File: src/rtl/dmae_pkg.sv
package dmae_pkg;

    localparam int CNT_W        = 10;
    localparam int ARB_W        = 4;
    localparam int MAX_ARB_LOG2 = 10;
    localparam int CTRL_W       = 32;

    typedef enum logic [1:0] {
        MODE_STOP  = 2'd0,
        MODE_BASIC = 2'd1,
        MODE_AUTO  = 2'd2,
        MODE_RSVD  = 2'd3
    } mode_e;

    typedef enum logic [1:0] {
        SZ_BYTE = 2'd0,
        SZ_HALF = 2'd1,
        SZ_WORD = 2'd2,
        SZ_RSVD = 2'd3
    } size_e;

    typedef enum logic [1:0] {
        INC_BYTE = 2'd0,
        INC_HALF = 2'd1,
        INC_WORD = 2'd2,
        INC_NONE = 2'd3
    } inc_e;

    typedef enum logic [1:0] {
        KIND_SINGLE = 2'd0,
        KIND_BURST  = 2'd1,
        KIND_SOFT   = 2'd2
    } req_kind_e;

    typedef enum logic [1:0] {
        ST_IDLE  = 2'd0,
        ST_READ  = 2'd1,
        ST_WRITE = 2'd2
    } seq_state_e;

    // packed MSB first: 32 bits total
    typedef struct packed {
        logic [8:0]       rsvd;
        inc_e             dst_inc;
        inc_e             src_inc;
        size_e            isize;
        logic [ARB_W-1:0] arb_log2;
        logic [CNT_W-1:0] cnt_m1;
        logic             burst_only;
        mode_e            mode;
    } ctrl_t;

    // items in one group: 2^arb (clamped) limited by what remains
    function automatic logic [CNT_W:0] group_len(
        input logic [ARB_W-1:0] arb,
        input logic [CNT_W-1:0] cnt_m1
    );
        logic [ARB_W-1:0] eff;
        logic [CNT_W:0]   lim;
        logic [CNT_W:0]   rem;
        eff = (arb > ARB_W'(MAX_ARB_LOG2)) ? ARB_W'(MAX_ARB_LOG2) : arb;
        lim = (CNT_W+1)'(1) << eff;
        rem = {1'b0, cnt_m1} + (CNT_W+1)'(1);
        return (lim < rem) ? lim : rem;
    endfunction

endpackage

File: src/rtl/dmae_addr_gen.sv
module dmae_addr_gen
    import dmae_pkg::*;
#(
    parameter int AW = 32
) (
    input  logic [AW-1:0]    end_ptr,
    input  logic [CNT_W-1:0] remain,
    input  inc_e             inc,
    output logic [AW-1:0]    addr
);
    logic [AW-1:0] span;

    always_comb begin
        span = AW'(remain);
        unique case (inc)
            INC_BYTE: addr = end_ptr - span;
            INC_HALF: addr = end_ptr - (span << 1);
            INC_WORD: addr = end_ptr - (span << 2);
            default:  addr = end_ptr;
        endcase
    end
endmodule

File: src/rtl/dmae_trigger.sv
module dmae_trigger
    import dmae_pkg::*;
(
    input  mode_e            mode,
    input  logic             burst_only,
    input  logic [ARB_W-1:0] arb_log2,
    input  logic [CNT_W-1:0] cnt_m1,
    input  logic             req_single,
    input  logic             req_burst,
    input  logic             req_sw,
    output logic             start,
    output req_kind_e        kind,
    output logic [CNT_W:0]   len,
    output logic             unlimited
);
    logic armed;

    always_comb begin
        armed     = (mode == MODE_BASIC) || (mode == MODE_AUTO);
        unlimited = (mode == MODE_AUTO);
        start     = 1'b0;
        kind      = KIND_SOFT;
        len       = group_len(arb_log2, cnt_m1);
        if (armed) begin
            if (req_sw) begin
                start = 1'b1;
                kind  = KIND_SOFT;
            end else if (req_burst) begin
                start = 1'b1;
                kind  = KIND_BURST;
            end else if (req_single && !burst_only) begin
                start = 1'b1;
                kind  = KIND_SINGLE;
                len   = (CNT_W+1)'(1);
            end
        end
    end
endmodule

File: src/rtl/dmae_sequencer.sv
module dmae_sequencer
    import dmae_pkg::*;
#(
    parameter int AW = 32,
    parameter int DW = 32
) (
    input  logic           clk,
    input  logic           rst,
    input  logic           start,
    input  logic           hold_off,
    input  req_kind_e      kind_in,
    input  logic [CNT_W:0] len_in,
    input  logic           unl_in,
    input  logic           last_item,
    input  logic [AW-1:0]  src_addr,
    input  logic [AW-1:0]  dst_addr,
    input  logic           req_single,
    input  logic           req_burst,
    input  logic           req_sw,
    input  logic           mem_ready,
    input  logic [DW-1:0]  mem_rdata,
    output logic           busy,
    output logic           item_done,
    output logic           mem_valid,
    output logic           mem_we,
    output logic [AW-1:0]  mem_addr,
    output logic [DW-1:0]  mem_wdata
);
    seq_state_e     state_q;
    req_kind_e      kind_q;
    logic [CNT_W:0] left_q;
    logic           unl_q;
    logic [DW-1:0]  data_q;
    logic           held;
    logic           group_end;

    always_comb begin
        unique case (kind_q)
            KIND_SINGLE: held = req_single;
            KIND_BURST:  held = req_burst;
            default:     held = req_sw;
        endcase
        group_end = last_item ||
                    (!unl_q && ((left_q == (CNT_W+1)'(1)) || !held));
    end

    always_ff @(posedge clk) begin
        if (rst) begin
            state_q <= ST_IDLE;
            kind_q  <= KIND_SOFT;
            left_q  <= '0;
            unl_q   <= 1'b0;
            data_q  <= '0;
        end else begin
            unique case (state_q)
                ST_IDLE: begin
                    if (start && !hold_off) begin
                        state_q <= ST_READ;
                        kind_q  <= kind_in;
                        left_q  <= len_in;
                        unl_q   <= unl_in;
                    end
                end
                ST_READ: begin
                    if (mem_ready) begin
                        data_q  <= mem_rdata;
                        state_q <= ST_WRITE;
                    end
                end
                ST_WRITE: begin
                    if (mem_ready) begin
                        left_q  <= left_q - (CNT_W+1)'(1);
                        state_q <= group_end ? ST_IDLE : ST_READ;
                    end
                end
                default: state_q <= ST_IDLE;
            endcase
        end
    end

    always_comb begin
        busy      = (state_q != ST_IDLE);
        mem_valid = busy;
        mem_we    = (state_q == ST_WRITE);
        mem_addr  = mem_we ? dst_addr : src_addr;
        mem_wdata = data_q;
        item_done = mem_we && mem_ready;
    end
endmodule

File: src/rtl/dmae_engine.sv
module dmae_engine
    import dmae_pkg::*;
#(
    parameter int AW = 32,
    parameter int DW = 32
) (
    input  logic          clk,
    input  logic          rst,
    input  logic          cfg_load,
    input  logic [AW-1:0] cfg_src_end,
    input  logic [AW-1:0] cfg_dst_end,
    input  logic [31:0]   cfg_ctrl,
    input  logic          req_single,
    input  logic          req_burst,
    input  logic          req_sw,
    output logic [31:0]   ctrl_word,
    output logic          busy,
    output logic          done,
    output logic          mem_valid,
    output logic          mem_we,
    output logic [1:0]    mem_size,
    output logic [AW-1:0] mem_addr,
    output logic [DW-1:0] mem_wdata,
    input  logic          mem_ready,
    input  logic [DW-1:0] mem_rdata
);
    localparam int SIDES = 2;

    ctrl_t          ctrl_q;
    logic [AW-1:0]  src_end_q;
    logic [AW-1:0]  dst_end_q;
    logic           item_done;
    logic           trig_start;
    req_kind_e      trig_kind;
    logic [CNT_W:0] trig_len;
    logic           trig_unl;

    logic [AW-1:0]  side_end  [SIDES];
    inc_e           side_inc  [SIDES];
    logic [AW-1:0]  side_addr [SIDES];

    always_comb begin
        side_end[0] = src_end_q;
        side_inc[0] = ctrl_q.src_inc;
        side_end[1] = dst_end_q;
        side_inc[1] = ctrl_q.dst_inc;
    end

    for (genvar s = 0; s < SIDES; s++) begin : g_side
        dmae_addr_gen #(.AW(AW)) u_addr (
            .end_ptr (side_end[s]),
            .remain  (ctrl_q.cnt_m1),
            .inc     (side_inc[s]),
            .addr    (side_addr[s])
        );
    end

    dmae_trigger u_trig (
        .mode       (ctrl_q.mode),
        .burst_only (ctrl_q.burst_only),
        .arb_log2   (ctrl_q.arb_log2),
        .cnt_m1     (ctrl_q.cnt_m1),
        .req_single (req_single),
        .req_burst  (req_burst),
        .req_sw     (req_sw),
        .start      (trig_start),
        .kind       (trig_kind),
        .len        (trig_len),
        .unlimited  (trig_unl)
    );

    dmae_sequencer #(.AW(AW), .DW(DW)) u_seq (
        .clk        (clk),
        .rst        (rst),
        .start      (trig_start),
        .hold_off   (cfg_load),
        .kind_in    (trig_kind),
        .len_in     (trig_len),
        .unl_in     (trig_unl),
        .last_item  (ctrl_q.cnt_m1 == '0),
        .src_addr   (side_addr[0]),
        .dst_addr   (side_addr[1]),
        .req_single (req_single),
        .req_burst  (req_burst),
        .req_sw     (req_sw),
        .mem_ready  (mem_ready),
        .mem_rdata  (mem_rdata),
        .busy       (busy),
        .item_done  (item_done),
        .mem_valid  (mem_valid),
        .mem_we     (mem_we),
        .mem_addr   (mem_addr),
        .mem_wdata  (mem_wdata)
    );

    // descriptor state: load when idle, count down and self-stop while running
    always_ff @(posedge clk) begin
        if (rst) begin
            ctrl_q    <= '0;
            src_end_q <= '0;
            dst_end_q <= '0;
            done      <= 1'b0;
        end else begin
            done <= 1'b0;
            if (item_done) begin
                if (ctrl_q.cnt_m1 == '0) begin
                    ctrl_q.mode <= MODE_STOP;
                    done        <= 1'b1;
                end else begin
                    ctrl_q.cnt_m1 <= ctrl_q.cnt_m1 - CNT_W'(1);
                end
            end else if (cfg_load && !busy) begin
                ctrl_q    <= ctrl_t'(cfg_ctrl);
                src_end_q <= cfg_src_end;
                dst_end_q <= cfg_dst_end;
            end
        end
    end

    assign ctrl_word = ctrl_q;
    assign mem_size  = ctrl_q.isize;
endmodule

File: config.mk
export PLATFORM = sky130hd
export DESIGN_NAME = dmae_engine
export DESIGN_NICKNAME = d
export VERILOG_FILES = /design/src/rtl/dmae_pkg.sv /design/src/rtl/dmae_addr_gen.sv /design/src/rtl/dmae_trigger.sv /design/src/rtl/dmae_sequencer.sv /design/src/rtl/dmae_engine.sv
export SDC_FILE = /design/constraint.sdc
export NUM_CORES = 1
export LEC_CHECK = 0
export BUFFER_PORTS_ARGS = -buffer_cell sky130_fd_sc_hd__buf_2
export CAP_MARGIN = 5
export CORE_AREA = 3 3 176 178
export DETAILED_ROUTE_END_ITERATION = 16
export DIE_AREA = 0 0 179 181
export HOLD_SLACK_MARGIN = 0.05
export SLEW_MARGIN = 40
export SYNTH_ARGS = -nofsm -noshare
export SYNTH_HDL_FRONTEND = slang
export SYNTH_SLANG_ARGS = --single-unit
File: constraint.sdc
create_clock -name clk -period 4 [get_ports clk]
set_input_delay 0.6 -clock clk [delete_from_list [all_inputs] [get_ports clk]]
set_output_delay 0.6 -clock clk [all_outputs]
set_load 0.05 [all_outputs]
==> flow_summary.yaml <==
timing:
  max_slew_margin_pct: 43.2
  slew_violations: 0
  worst_slew_pin_slew_ps: 852
  whs_ps: 383
  max_freq_mhz: 242
  clock_skew_ps: 16.8
  period_minus_slack_ps: 4140
  fin_crit_sh_pct: 103
  rsz0062_at_grt: "yes"
  worst_slack_ps: -136
  hold_viol: 0
  setup_viol: 13
min_path:
  hold_path_class: "in -> reg"
  worstHoldEndpoint: "src_end_q[14]"
  worstHoldPathCells: 3
  hold_path_startpoint: "cfg_src_end[14]"
routing:
  drc: 0
  drt-vias-per-instance: 5.72
  vias: 13200
  wire_per_inst_um: 18.4
  drtPass1Iterations: 5
  final_antenna_net_count: 0
  drt_iter0_drc: 1201
  wirelength_mm: 42.4
synth:
  synth_edf_count: 0
  syn_area_per_cell_um2: 7.25
  netlist_area_um2: 11800
  ys_types: 85
  syn_nets: 1848
  synthFlopType: "dfxtp_1"
  synthTopCellsByArea: "dfxtp_1, nand2_1, a21oi_1, ha_1, xnor2_1"
  synthArstFlopShare_pct: 0
  synth.top_cell.area_share_pct: 24.6
  seq_area_frac_synth_pct: 24.6
  synth_top_cells_by_count: "nand2_1, a21oi_1, dfxtp_1, nor2_1, o21ai_0"
  synth-seq-cells: 145
  synth_top_area_cell: "dfxtp_1"
  yosysMostFrequentCell: "nand2_1"
  synth-warning-count: 0
  synth_cells: 1631
critical_path:
  worstPathMaxFanout: 12
  cp.arrival_ps: 3540
  crit_required_ps: 3400
  cp_cell_sequence: "clkinvlp_4 -> buf_12 -> ha_1 -> nor2b_1 -> o31a_1 -> o311a_1 -> o21ai_2 -> a221o_1 -> or3b_1 -> xor2_1 -> a22oi_2 -> buf_6"
  reg2reg_from: "ctrl_word[5]"
  max_stage_delay_ps: 380
  setup.worst_path.start: "ctrl_word[4]"
  reg2reg_depth: 14
  crit_path_top_delay_cell: "or3b_1"
  reg2reg_setup_slack_ps: 550
  endpoint_kind: "output pin"
  timing.rr.end: "u_seq.left_q[1]"
  cp-start-kind: "flip-flop"
  path_class: "reg -> out"
place:
  numPortBuffers: 236
  place.gp.congestion: 0.966
  dp_hpwl_mm: 31.7
layout:
  final_core_util_pct: 53.0
  synthToLayoutAreaGrowth_pct: 32.6
  seqCellArea_um2: 2930
  fillCellCount: 2881
  diodes: 0
  multiInputGateArea_um2: 9120
  nNetsFinal: 2122
  drive_gt1_share_pct: 29.4
global_routing:
  grt_pass1_vias: 12500
  antenna_found_initial: 0
  grt_pass1_wl_mm: 66.8
  track_usage_pct: 25.6
  overflow: 0
  grt_max_degree: 77
run_status:
  status: "complete, but fails checks"
  failed_checks: "negative setup slack"
floorplanning:
  ios: 237
  rows: 63
  core_region_area_um2: 29600
  dieWidth_um: 179
  dieArea_um2: 32400
  die_h_um: 181
  start_util_pct: 40.0
clock_network:
  cts.hold.buffers_added: 0
  clockBufferDepth: 2
  clockRootBuffer: "clkbuf_16"
  clock_sinks: 145
  cts_buffers: 17
  cts_tree: "done"
  insertion_delay_ps: 450
  ctsHtreeMaxLevel: 4
  clkTransAtPathRegs_ps: 70
pwr:
  ir_drop_mv: 0.337
  p_per_area_nw_per_um2: 459
  p_leak_nw: 6.51
job:
  drv_cap: 0
-- through the flow --
stage	setup TNS, ps	power [W]	std cells	setup WS, ps	cell area [um^2]
finish	-648	0.00720	2308	-136	15700
global route	-3190	0.00758	2308	-240	15700
CTS	-1050	0.00696	2289	-144	15100
detailed placement	-20.3	0.00497	2241	-20.3	13900
global placement	0	0.00494	2240	24.7	13800
floorplan	0	0.00405	1631	2.61	12000
-- cells by family after synthesis --
family,synth area share (%)
xor gates and xnor gates,5.78
AOI/OAI and AO/OA,26.0
muxes,4.05
and+or+nand+nor,24.9
buffers and inverters,5.63
adders and majority gates,9.06
DFF,24.6
-- layout make-up --
class                      count  share of cell area (%)
clock inverter                13                    1.10
sequential                   145                    18.7
clock buffer                  19                    2.76
timing repair buffer         356                    14.8
tap                          390                    3.11
inverter                      48                    1.29
multi-input combinational   1337                    58.2
-- worst max-delay path by stage --
| stage | to | slack [ps] | depth (start not counted) |
|---|---|---|---|
| after floorplan | mem_addr[24] | 3 | 10 |
| after global placement | mem_addr[29] | 20 | 12 |
| after detailed placement | mem_addr[29] | -20 | 12 |
| after CTS | mem_addr[26] | -140 | 12 |
| after global routing | mem_addr[26] | -240 | 12 |
| final | mem_addr[26] | -140 | 12 |
-- routing by layer --
layer  GRT usage, %  part of all wire, %  routed length, um  up-vias
met3           5.38                  7.0               2980       74
met5              0                    0                  0        -
met2           41.0                   47              19900      501
met4           8.14                  2.7               1150        0
met1           34.3                   43              18400     6241
li1               -                    -                  -     6396
-- what timing repair did --
item / 4_1_cts / 5_1_grt
buffers inserted: 16 / 19
cloned: 0 / 0
setup endpoints to repair: 25 / 25
gates resized for setup: 122 / 84
pin swaps: 17 / 37
-- state kept, by name, indices dropped and copies added, names as in the netlist --
signal and count:
ctrl_word 30, done 1, dst_end_q 32, mem_size 2, src_end_q 32, u_seq.kind_q 2
u_seq.left_q 11, u_seq.mem_wdata 32, u_seq.state_q 2, u_seq.unl_q 1
-- cells in the final DEF (no fill, tap or decap), drive strengths merged, types with 16 or more instances in the layout --
master and n:
nor4 22, dfxtp 145, nor2 103, a31oi 19, inv 50, a211oi 29, o21a 19, a21oi 203
nand3 37, nand2 353, buf 356, nand2b 16, ha 76, nor3 45, xor2 30, clkbuf 19
o21ai 87, xnor2 48
-- worst max-delay path: cells and delay by family (launching register included) --
family / cells / cell delay [ps]
DFF: 1 / 350
xor gates and xnor gates: 1 / 160
and+or+nand+nor: 2 / 540
adders and majority gates: 1 / 260
AOI/OAI and AO/OA: 5 / 1350
buffers and inverters: 3 / 450
-- where the power goes --
group          leakage (nW)  internal, W  total (W)  switching [W]
clock network         0.296     0.000996    0.00170       0.000705
logic                  5.02      0.00156    0.00382        0.00225
registers              1.19      0.00154    0.00168       0.000139
Note: power is estimated with default switching activity, not from simulation.
